<file path="src/rtl/icu_pkg.sv">
package icu_pkg;
  localparam int FIELD_W = 7;
  localparam int SEL_W   = 7;

  // route-to-core bit inside the enable pattern of each variant
  function automatic int route_bit(input int variant);
    return (variant != 0) ? 5 : 4;
  endfunction

  function automatic logic [FIELD_W-1:0] enable_pattern(input int variant);
    return (variant != 0) ? 7'h20 : 7'h51;
  endfunction

  function automatic logic [11:0] select_offset(input int variant);
    return (variant != 0) ? 12'h104 : 12'h10C;
  endfunction
endpackage

</file>
<file path="src/rtl/icu_cfg_bank.sv">
module icu_cfg_bank #(
  parameter int NUM_SRC   = 64,
  parameter int FIELD_W   = 7,
  parameter int ROUTE_BIT = 5,
  localparam int IDX_W    = $clog2(NUM_SRC)
) (
  input  logic               clk,
  input  logic               rst_n,
  input  logic               wr_hit,
  input  logic [IDX_W-1:0]   wr_idx,
  input  logic [FIELD_W-1:0] wr_field,
  output logic [FIELD_W-1:0] field_o [NUM_SRC],
  output logic [NUM_SRC-1:0] enabled_o
);
  for (genvar g = 0; g < NUM_SRC; g++) begin : g_line
    logic [FIELD_W-1:0] field_q;
    always_ff @(posedge clk or negedge rst_n) begin
      if (!rst_n) field_q <= '0;
      else if (wr_hit && (wr_idx == IDX_W'(g))) field_q <= wr_field;
    end
    assign field_o[g]   = field_q;
    assign enabled_o[g] = field_q[ROUTE_BIT];
  end
endmodule

</file>
<file path="src/rtl/icu_arbiter.sv">
module icu_arbiter #(
  parameter int NUM_SRC = 64,
  localparam int IDX_W  = $clog2(NUM_SRC)
) (
  input  logic [NUM_SRC-1:0] live_i,
  output logic               any_o,
  output logic [IDX_W-1:0]   win_o
);
  function automatic logic [IDX_W-1:0] lowest_set(input logic [NUM_SRC-1:0] v);
    logic [IDX_W-1:0] r;
    r = '0;
    for (int i = NUM_SRC - 1; i >= 0; i--) begin
      if (v[i]) r = IDX_W'(i);
    end
    return r;
  endfunction

  assign any_o = |live_i;
  assign win_o = lowest_set(live_i);
endmodule

</file>
<file path="src/rtl/icu_selector.sv">
module icu_selector #(
  parameter int IDX_W = 6
) (
  input  logic             clk,
  input  logic             rst_n,
  input  logic             any_i,
  input  logic [IDX_W-1:0] win_i,
  output logic [IDX_W:0]   sel_o,
  output logic             irq_o
);
  always_ff @(posedge clk or negedge rst_n) begin
    if (!rst_n) begin
      sel_o <= '0;
      irq_o <= 1'b0;
    end else begin
      sel_o <= {any_i, any_i ? win_i : '0};
      irq_o <= any_i;
    end
  end
endmodule

</file>
<file path="src/rtl/icu_primary.sv">
module icu_primary #(
  parameter int NUM_SRC = 64,
  parameter int ADDR_W  = 12,
  parameter int VARIANT = 1,
  localparam int IDX_W     = $clog2(NUM_SRC),
  localparam int FIELD_W   = icu_pkg::FIELD_W,
  localparam int ROUTE_BIT = icu_pkg::route_bit(VARIANT),
  localparam logic [ADDR_W-1:0] SEL_ADDR = ADDR_W'(icu_pkg::select_offset(VARIANT))
) (
  input  logic               clk,
  input  logic               rst_n,
  input  logic [NUM_SRC-1:0] src_i,
  input  logic               wr_en_i,
  input  logic [ADDR_W-1:0]  addr_i,
  input  logic [31:0]        wdata_i,
  output logic [31:0]        rdata_o,
  output logic               irq_o
);
  logic [FIELD_W-1:0] field   [NUM_SRC];
  logic [NUM_SRC-1:0] enabled;
  logic [NUM_SRC-1:0] live;
  logic               cfg_hit;
  logic [IDX_W-1:0]   cfg_idx;
  logic               arb_any;
  logic [IDX_W-1:0]   arb_win;
  logic [IDX_W:0]     sel_q;

  assign cfg_hit = (addr_i[1:0] == 2'b00) &&
                   ((32'(addr_i) >> 2) < 32'(NUM_SRC));
  assign cfg_idx = addr_i[2 +: IDX_W];
  assign live    = src_i & enabled;

  icu_cfg_bank #(.NUM_SRC(NUM_SRC), .FIELD_W(FIELD_W), .ROUTE_BIT(ROUTE_BIT)) u_bank (
    .clk(clk), .rst_n(rst_n),
    .wr_hit(wr_en_i && cfg_hit), .wr_idx(cfg_idx), .wr_field(wdata_i[FIELD_W-1:0]),
    .field_o(field), .enabled_o(enabled)
  );

  icu_arbiter #(.NUM_SRC(NUM_SRC)) u_arb (
    .live_i(live), .any_o(arb_any), .win_o(arb_win)
  );

  icu_selector #(.IDX_W(IDX_W)) u_sel (
    .clk(clk), .rst_n(rst_n), .any_i(arb_any), .win_i(arb_win),
    .sel_o(sel_q), .irq_o(irq_o)
  );

  always_comb begin
    rdata_o = '0;
    if (addr_i == SEL_ADDR)  rdata_o = 32'(sel_q);
    else if (cfg_hit)        rdata_o = 32'(field[cfg_idx]);
  end
endmodule

</file>
<file path="config.mk">
export PLATFORM = sky130hd
export DESIGN_NAME = icu_primary
export DESIGN_NICKNAME = d
export VERILOG_FILES = /design/src/rtl/icu_pkg.sv /design/src/rtl/icu_cfg_bank.sv /design/src/rtl/icu_arbiter.sv /design/src/rtl/icu_selector.sv /design/src/rtl/icu_primary.sv
export SDC_FILE = /design/constraint.sdc
export NUM_CORES = 1
export LEC_CHECK = 0
export ABC_AREA = 1
export BUFFER_PORTS_ARGS = -buffer_cell sky130_fd_sc_hd__buf_2
export CAP_MARGIN = 20
export CORE_MARGIN = 5
export CORE_UTILIZATION = 60
export CTS_CLUSTER_SIZE = 16
export DETAILED_ROUTE_END_ITERATION = 16
export GPL_ROUTABILITY_DRIVEN = 0
export PLACE_DENSITY = 0.79
export SYNTH_ARGS = -nofsm -noshare
export SYNTH_HDL_FRONTEND = slang
export SYNTH_HIERARCHICAL = 1
export SYNTH_SLANG_ARGS = --single-unit
</file>
<file path="constraint.sdc">
create_clock -name clk -period 4.7 [get_ports clk]
set_input_delay 0.47 -clock clk [delete_from_list [all_inputs] [get_ports clk]]
set_output_delay 0.47 -clock clk [all_outputs]
set_load 0.05 [all_outputs]
</file>
### Yosys cells after proc, flatten, opt, wreduce, memory -nomap -nowiden

Cells that the tools add are included.

| storage, ports and cells | value |
|---|---|
| register bits | 456 |
| bits of input ports | 111 |
| output and inout port bits | 33 |
| logic and storage cells | 273 |

| cells by class | value |
|---|---|
| order comparisons | 2 |
| equality and inequality tests | 64 |
| multiplexer cells | 70 |
| bitwise logic cells | 2 |
| reduce and logical (&&, ||, !) cells | 69 |

Operators with widths:

| kind | count |
|---|---|
| 6-bit two-way mux | 65 |
| 6-bit == test, second input constant | 32 |
| 6-bit by 5-bit == test with 1-bit output, second input constant | 16 |
| 1-bit logical AND | 66 |
| 64-bit bitwise AND | 1 |
| 64-bit OR reduction | 1 |
| 6-bit by 4-bit == test with 1-bit output, second input constant | 8 |
| 7-bit binary-select mux with 6-bit select | 1 |
| 32-bit two-way mux | 1 |
| 6-bit by 3-bit == test with 1-bit output, second input constant | 4 |
| 7-bit two-way mux | 3 |
| 12-bit by 9-bit == test with 1-bit output, second input constant | 1 |
| 6-bit by 2-bit == test with 1-bit output, second input constant | 2 |
| 10-bit by 7-bit less-than comparator with 1-bit output, second input constant | 1 |
| 7-bit greater-or-equal comparator, second input constant | 1 |
| 6-bit inverter with 7-bit output | 1 |
| 6-bit by 1-bit == test with 1-bit output, second input constant | 1 |
| 6-bit logical NOT | 1 |
| 2-bit logical NOT | 1 |

### Depth between registers and ports, before layout

| depth | value |
|---|---|
| depth in word-level cells | 66 |
| mapped depth | 67 |
| gate-level depth less buffers | 67 |

### Modules after synthesis

Netlist, hierarchy kept.

Modules (own cells, without submodules):

| module | instances | cells each | area each (um^2) | sequential area each (um^2) |
|---|---|---|---|---|
| icu_cfg_bank | 1 | 2097 | 18138.6 | 11210.8 |
| icu_primary | 1 | 1526 | 6363.6 | 0.0 |
| icu_arbiter | 1 | 235 | 1024.7 | 0.0 |
| icu_selector | 1 | 20 | 227.7 | 175.2 |

### Worst setup path before layout

Ideal clock, no wire load.

| path | value |
|---|---|
| path kind | input to register |
| start | in src_i[62] |
| end | reg u_sel.sel_o[0] |
| setup time | 0.063 ns |
| arrival | 3.335 ns |
| path slack | 1.302 ns |
| cell stages on the path | 67 |
| path buffers | 0 |
| cell sequence | nand2_1 -> inv_1 -> inv_1 -> nand2_1 -> nand2_1 -> nand2_1 -> nand2_1 -> nand2_1 -> nand2_1 -> nand2_1 -> nand2_1 -> nand2_1 -> nand2_1 -> nand2_1 -> nand2_1 -> nand2_1 -> nand2_1 -> nand2_1 -> (+31 left out) -> nand2_1 -> nand2_1 -> nand2_1 -> nand2_1 -> nand2_1 -> nand2_1 -> nand2_1 -> nand2_1 -> nand2_1 -> nand2_1 -> nand2_1 -> nand2_1 -> nand2_1 -> nand2_1 -> nand2_1 -> a21oi_2 -> nand2_1 -> inv_1 |

| on the way | value |
|---|---|
| longest elaborated chain between the ends | 65 |
| elaborated cells between the ends (all ways) | 66 |

RTL lines:

| element | line | text |
|---|---|---|
| from (decl) | icu_primary.sv:12 | `input logic [NUM_SRC-1:0] src_i,` |
| 64-bit bitwise AND | icu_primary.sv:31 | `assign live = src_i & enabled;` |
| net live[62] | icu_primary.sv:21 | `logic [NUM_SRC-1:0] live;` |
| 6-bit two-way mux (63 in series) | icu_arbiter.sv:13 | `if (v[i]) r = IDX_W'(i);` |
| net arb_win[0] | icu_primary.sv:25 | `logic [IDX_W-1:0] arb_win;` |
| 6-bit two-way mux | icu_selector.sv:16 | `sel_o <= {any_i, any_i ? win_i : '0};` |
| to (signal assigned) | icu_selector.sv:16 |  |
| to (decl) | icu_selector.sv:8 | `output logic [IDX_W:0] sel_o,` |

The timed path passes the listed nets, and every way through them passes these cells.
A chain may end at the register's enable or synchronous reset.

### Worst setup path after layout

| path | value |
|---|---|
| start | reg u_bank.g_line[58].field_q[5] |
| end | reg u_sel.sel_o[0] |

| on the way | value |
|---|---|
| longest elaborated chain between the ends | 61 |
| elaborated cells between the ends (all ways) | 62 |

RTL lines:

| element | line | text |
|---|---|---|
| from (decl) | icu_cfg_bank.sv:16 | `logic [FIELD_W-1:0] field_q;` |
| from (signal assigned) | icu_cfg_bank.sv:19 | `else if (wr_hit && (wr_idx == IDX_W'(g))) field_q <= wr_field;` |
| 64-bit bitwise AND | icu_primary.sv:31 |  |
| net live[58] | icu_primary.sv:21 |  |
| 6-bit two-way mux (59 in series) | icu_arbiter.sv:13 |  |
| net arb_win[0] | icu_primary.sv:25 |  |
| 6-bit two-way mux | icu_selector.sv:16 |  |

The timed path passes the listed nets, and every way through them passes these cells.

==> summary.txt <==
Run status
  – Status: completed

Synth
  – Post-Synthesis Cells: approximately 3.9k
  – Sequential-to-total area share from yosys stat: 0.442
  – Synth top area cells: dfrtp_1 44%, nand2_1 27%, nand3_1 11%
  – Top FF cell, synth: dfrtp_1
  – Synth cell types: 31
  – Yosys warns: 6
  – Post-synth EDFFs: 0
  – Share of the synthesized area in the top cell type: 0.442
  – Mapped Area: around 26,000 µm²
  – Leading area contributor after synthesis: dfrtp_1
  – Ys async rst share: 1.00
  – Mean area per synthesized cell: around 6.6 µm²
  – Synth Register Bits: approximately 460

Layout
  – Fill cell count: roughly 3.9k
  – Diode count: 0
  – Nets: between 3k and 4k
  – Non-Filler Instances: 4,398
  – Commonest cells after routing, fill and taps aside: 1,845 x nand2_1, 552 x nand3_1, 455 x dfrtp_1, 370 x inv_1, 191 x nor2_1
  – Fin area: ~28,000 µm²
  – Layout cell share with drive strength beyond 1: 0.0766
  – Area Overhead vs Synth: 7.51%
  – Most common cell after layout, fill and taps aside: nand2_1

Timing
  – Final Setup Violations: 0
  – Slew Viols, Final: 0
  – Hold Slack: 0.276 ns
  – Final Critical Period: 4.09 ns
  – Setup Skew: 0.00870 ns
  – Setup TNS: 0 ns
  – Final hold vios: 0
  – Max Clock Freq: between 0.2 and 0.25 GHz
  – Slew of the pin with the lowest slew margin: between 1 and 1.5 ns
  – Final period util: 0.871
  – Slew HR: 0.251
  – RSZ-0062 raised after global routing: no

Hold path
  – Worst hold path class: input port to flop

Floorplan
  – Die Width: between 200 and 250 µm
  – Die Area: between 40,000 and 50,000 µm²
  – Num rows: 76
  – IO Pins: 144
  – Core Footprint: around 43,000 µm²
  – Chip height: ~220 µm
  – Initial core utilization: 0.602

Global routing
  – First-pass GRT wire length: 122 mm
  – Gr usage total: 0.322
  – Initial antenna violation count: 2
  – Vias in the first global route: ~22k
  – Global route overflow: 0
  – Largest net degree at the start of global routing: between 100 and 150

Placement
  – Dpl cells: about 4.3k
  – DP HPWL: between 40 and 50 mm
  – Port-buffer cells: 93
  – Dpl cell area: approximately 26,000 µm²

Setup path
  – Critical path class: flop to flop
  – Critical path startpoint: u_bank/g_line[58].field_q[5]$_DFFE_PN0P_
  – Crit path capture: u_sel/sel_o[0]$_DFF_PN0_
  – Crit. End Element: flop
  – Worst setup SP type: flop
  – Critical path arrival: between 4 and 5 ns
  – Max FO, Critical Path: 3
  – FF-to-FF path depth: between 60 and 70
  – CP delay by family, top: simple AND/OR/NAND/NOR gates
  – Critical Path Stages: 63
  – Worst Path Buf+Inv: 3
  – Reg2reg start: u_bank/g_line[58].field_q[5]$_DFFE_PN0P_
  – CP Data Required Time: 5.18 ns
  – R2R setup slack: between 0.6 and 0.7 ns
  – CP most frequent cell: nand2_1
  – CP max-delay cell: dfrtp_1
  – Largest stage delay, worst path: 0.37 ns
  – R2r endpoint: u_sel/sel_o[0]$_DFF_PN0_

Power and ir drop
  – Tot Pwr: approximately 0.0085 W
  – Peak VDD IR: 0.234 mV
  – Pwr/cell area: just over 300 nW/µm²
  – P_leak: between 15 and 20 nW

Clock network
  – CTS sink cnt: about 460
  – Clk_lat worst skew: 0.59 ns
  – Total CTS buffers: between 40 and 50
  – CTS tree: yes
  – Worst-path clk slew: about 0.060 ns
  – Post-CTS Resized: 0
  – Root Driver: clkbuf_16
  – H-tree Lvls: 2
  – Longest Clk Path Bufs: 3

Drt
  – Via count: approximately 24k
  – Routed length per instance: approximately 17 µm
  – Drt pass-1 iters: 6
  – Routed wire length: roughly 77 mm
  – Drt first-iter violations: between 2k and 3k
  – DRC errors left: 0
  – Vias/cell: ~5.5
  – Antenna Violating Nets Remaining: 0

Run
  – Max-Cap Viols: 0
worst min-delay path by stage:
stage                                                           to  slack [ns]  cells after the start                                      from
final                                     u_sel/sel_o[1]$_DFF_PN0_        0.28                      6                                  src_i[1]
after global routing                      u_sel/sel_o[0]$_DFF_PN0_        0.31                      6                                  src_i[0]
after CTS                                 u_sel/sel_o[0]$_DFF_PN0_        0.25                      6                                  src_i[0]
after detailed placement  u_bank/g_line[52].field_q[4]$_DFFE_PN0P_        0.45                      2  u_bank/g_line[52].field_q[4]$_DFFE_PN0P_
after global placement    u_bank/g_line[48].field_q[3]$_DFFE_PN0P_        0.45                      2  u_bank/g_line[48].field_q[3]$_DFFE_PN0P_
after floorplan            u_bank/g_line[0].field_q[0]$_DFFE_PN0P_        0.17                      0                                     rst_n
final cells by class:
| class | count | area, µm² | share of cell area |
|---|---|---|---|
| Multi-Input combinational cell | 2751 | 11300 | 0.407 |
| Clock buffer | 74 | 1480 | 0.0535 |
| Clock inverter | 8 | 71.3 | 0.00258 |
| Sequential cell | 455 | 11400 | 0.411 |
| Tap cell | 546 | 683 | 0.0247 |
| Timing Repair Buffer | 178 | 1240 | 0.0447 |
| Inverter | 386 | 1550 | 0.0561 |
state kept, by name (all words and copies together), names as in the netlist:
register / count
u_sel/sel_o: 6
u_sel/irq_o: 1
u_bank/g_line.field_q: 448
worst register-to-register path: cells and delay by family (launching register included):
kind / cells / cell delay [ns]
AND/OR/NAND/NOR: 59 / 3.19
buffers and inverters: 3 / 0.38
flip-flops: 1 / 0.37
AO/OA/AOI/OAI: 1 / 0.05
synthesized netlist by cell type (5+ instances only):
library cell and n:
buf_6 5, nand2_1 1845, dfrtp_1 455, o21ai_0 69, nor2_1 205, buf_4 110, o21ai_1 10, bufinv_8 7
clkbuf_1 133, inv_1 370, a21oi_1 18, nand3_1 552, buf_2 60, inv_2 8, or2_2 9
metrics by stage:
stage                     worst slack (ns)  utilization
after floorplan                       1.30            -
after global placement               0.429        0.611
after detailed placement             0.463        0.611
after CTS                            0.608        0.647
after global routing                0.0245        0.647
final                                0.606        0.647
layer usage:
layer,track usage,part of all wire
met2,0.486,0.44
met1,0.465,0.41
met3,0.0636,0.11
met5,0,0.00035
met4,0.121,0.037
cells by family after synthesis:
kind of cell / after synthesis / share of synthesized area
simple gates: 2623 / 0.411
buf+inv: 696 / 0.126
flops: 455 / 0.442
compound gates: 103 / 0.0206
other cells: 1 / 0.000146
what timing repair did:
action / CTS / global route
endpoints found under the hold margin: 49 / 0
hold buffers: 1 / 0
buffers inserted: 0 / 0
report_power, final:
| group | switching, W | internal [W] |
|---|---|---|
| registers | 0.0000104 | 0.00394 |
| clock network | 0.00158 | 0.00221 |
| logic | 0.000595 | 0.000170 |
| total | 0.00218 | 0.00631 |
Note: power is estimated with default switching activity, not from simulation.
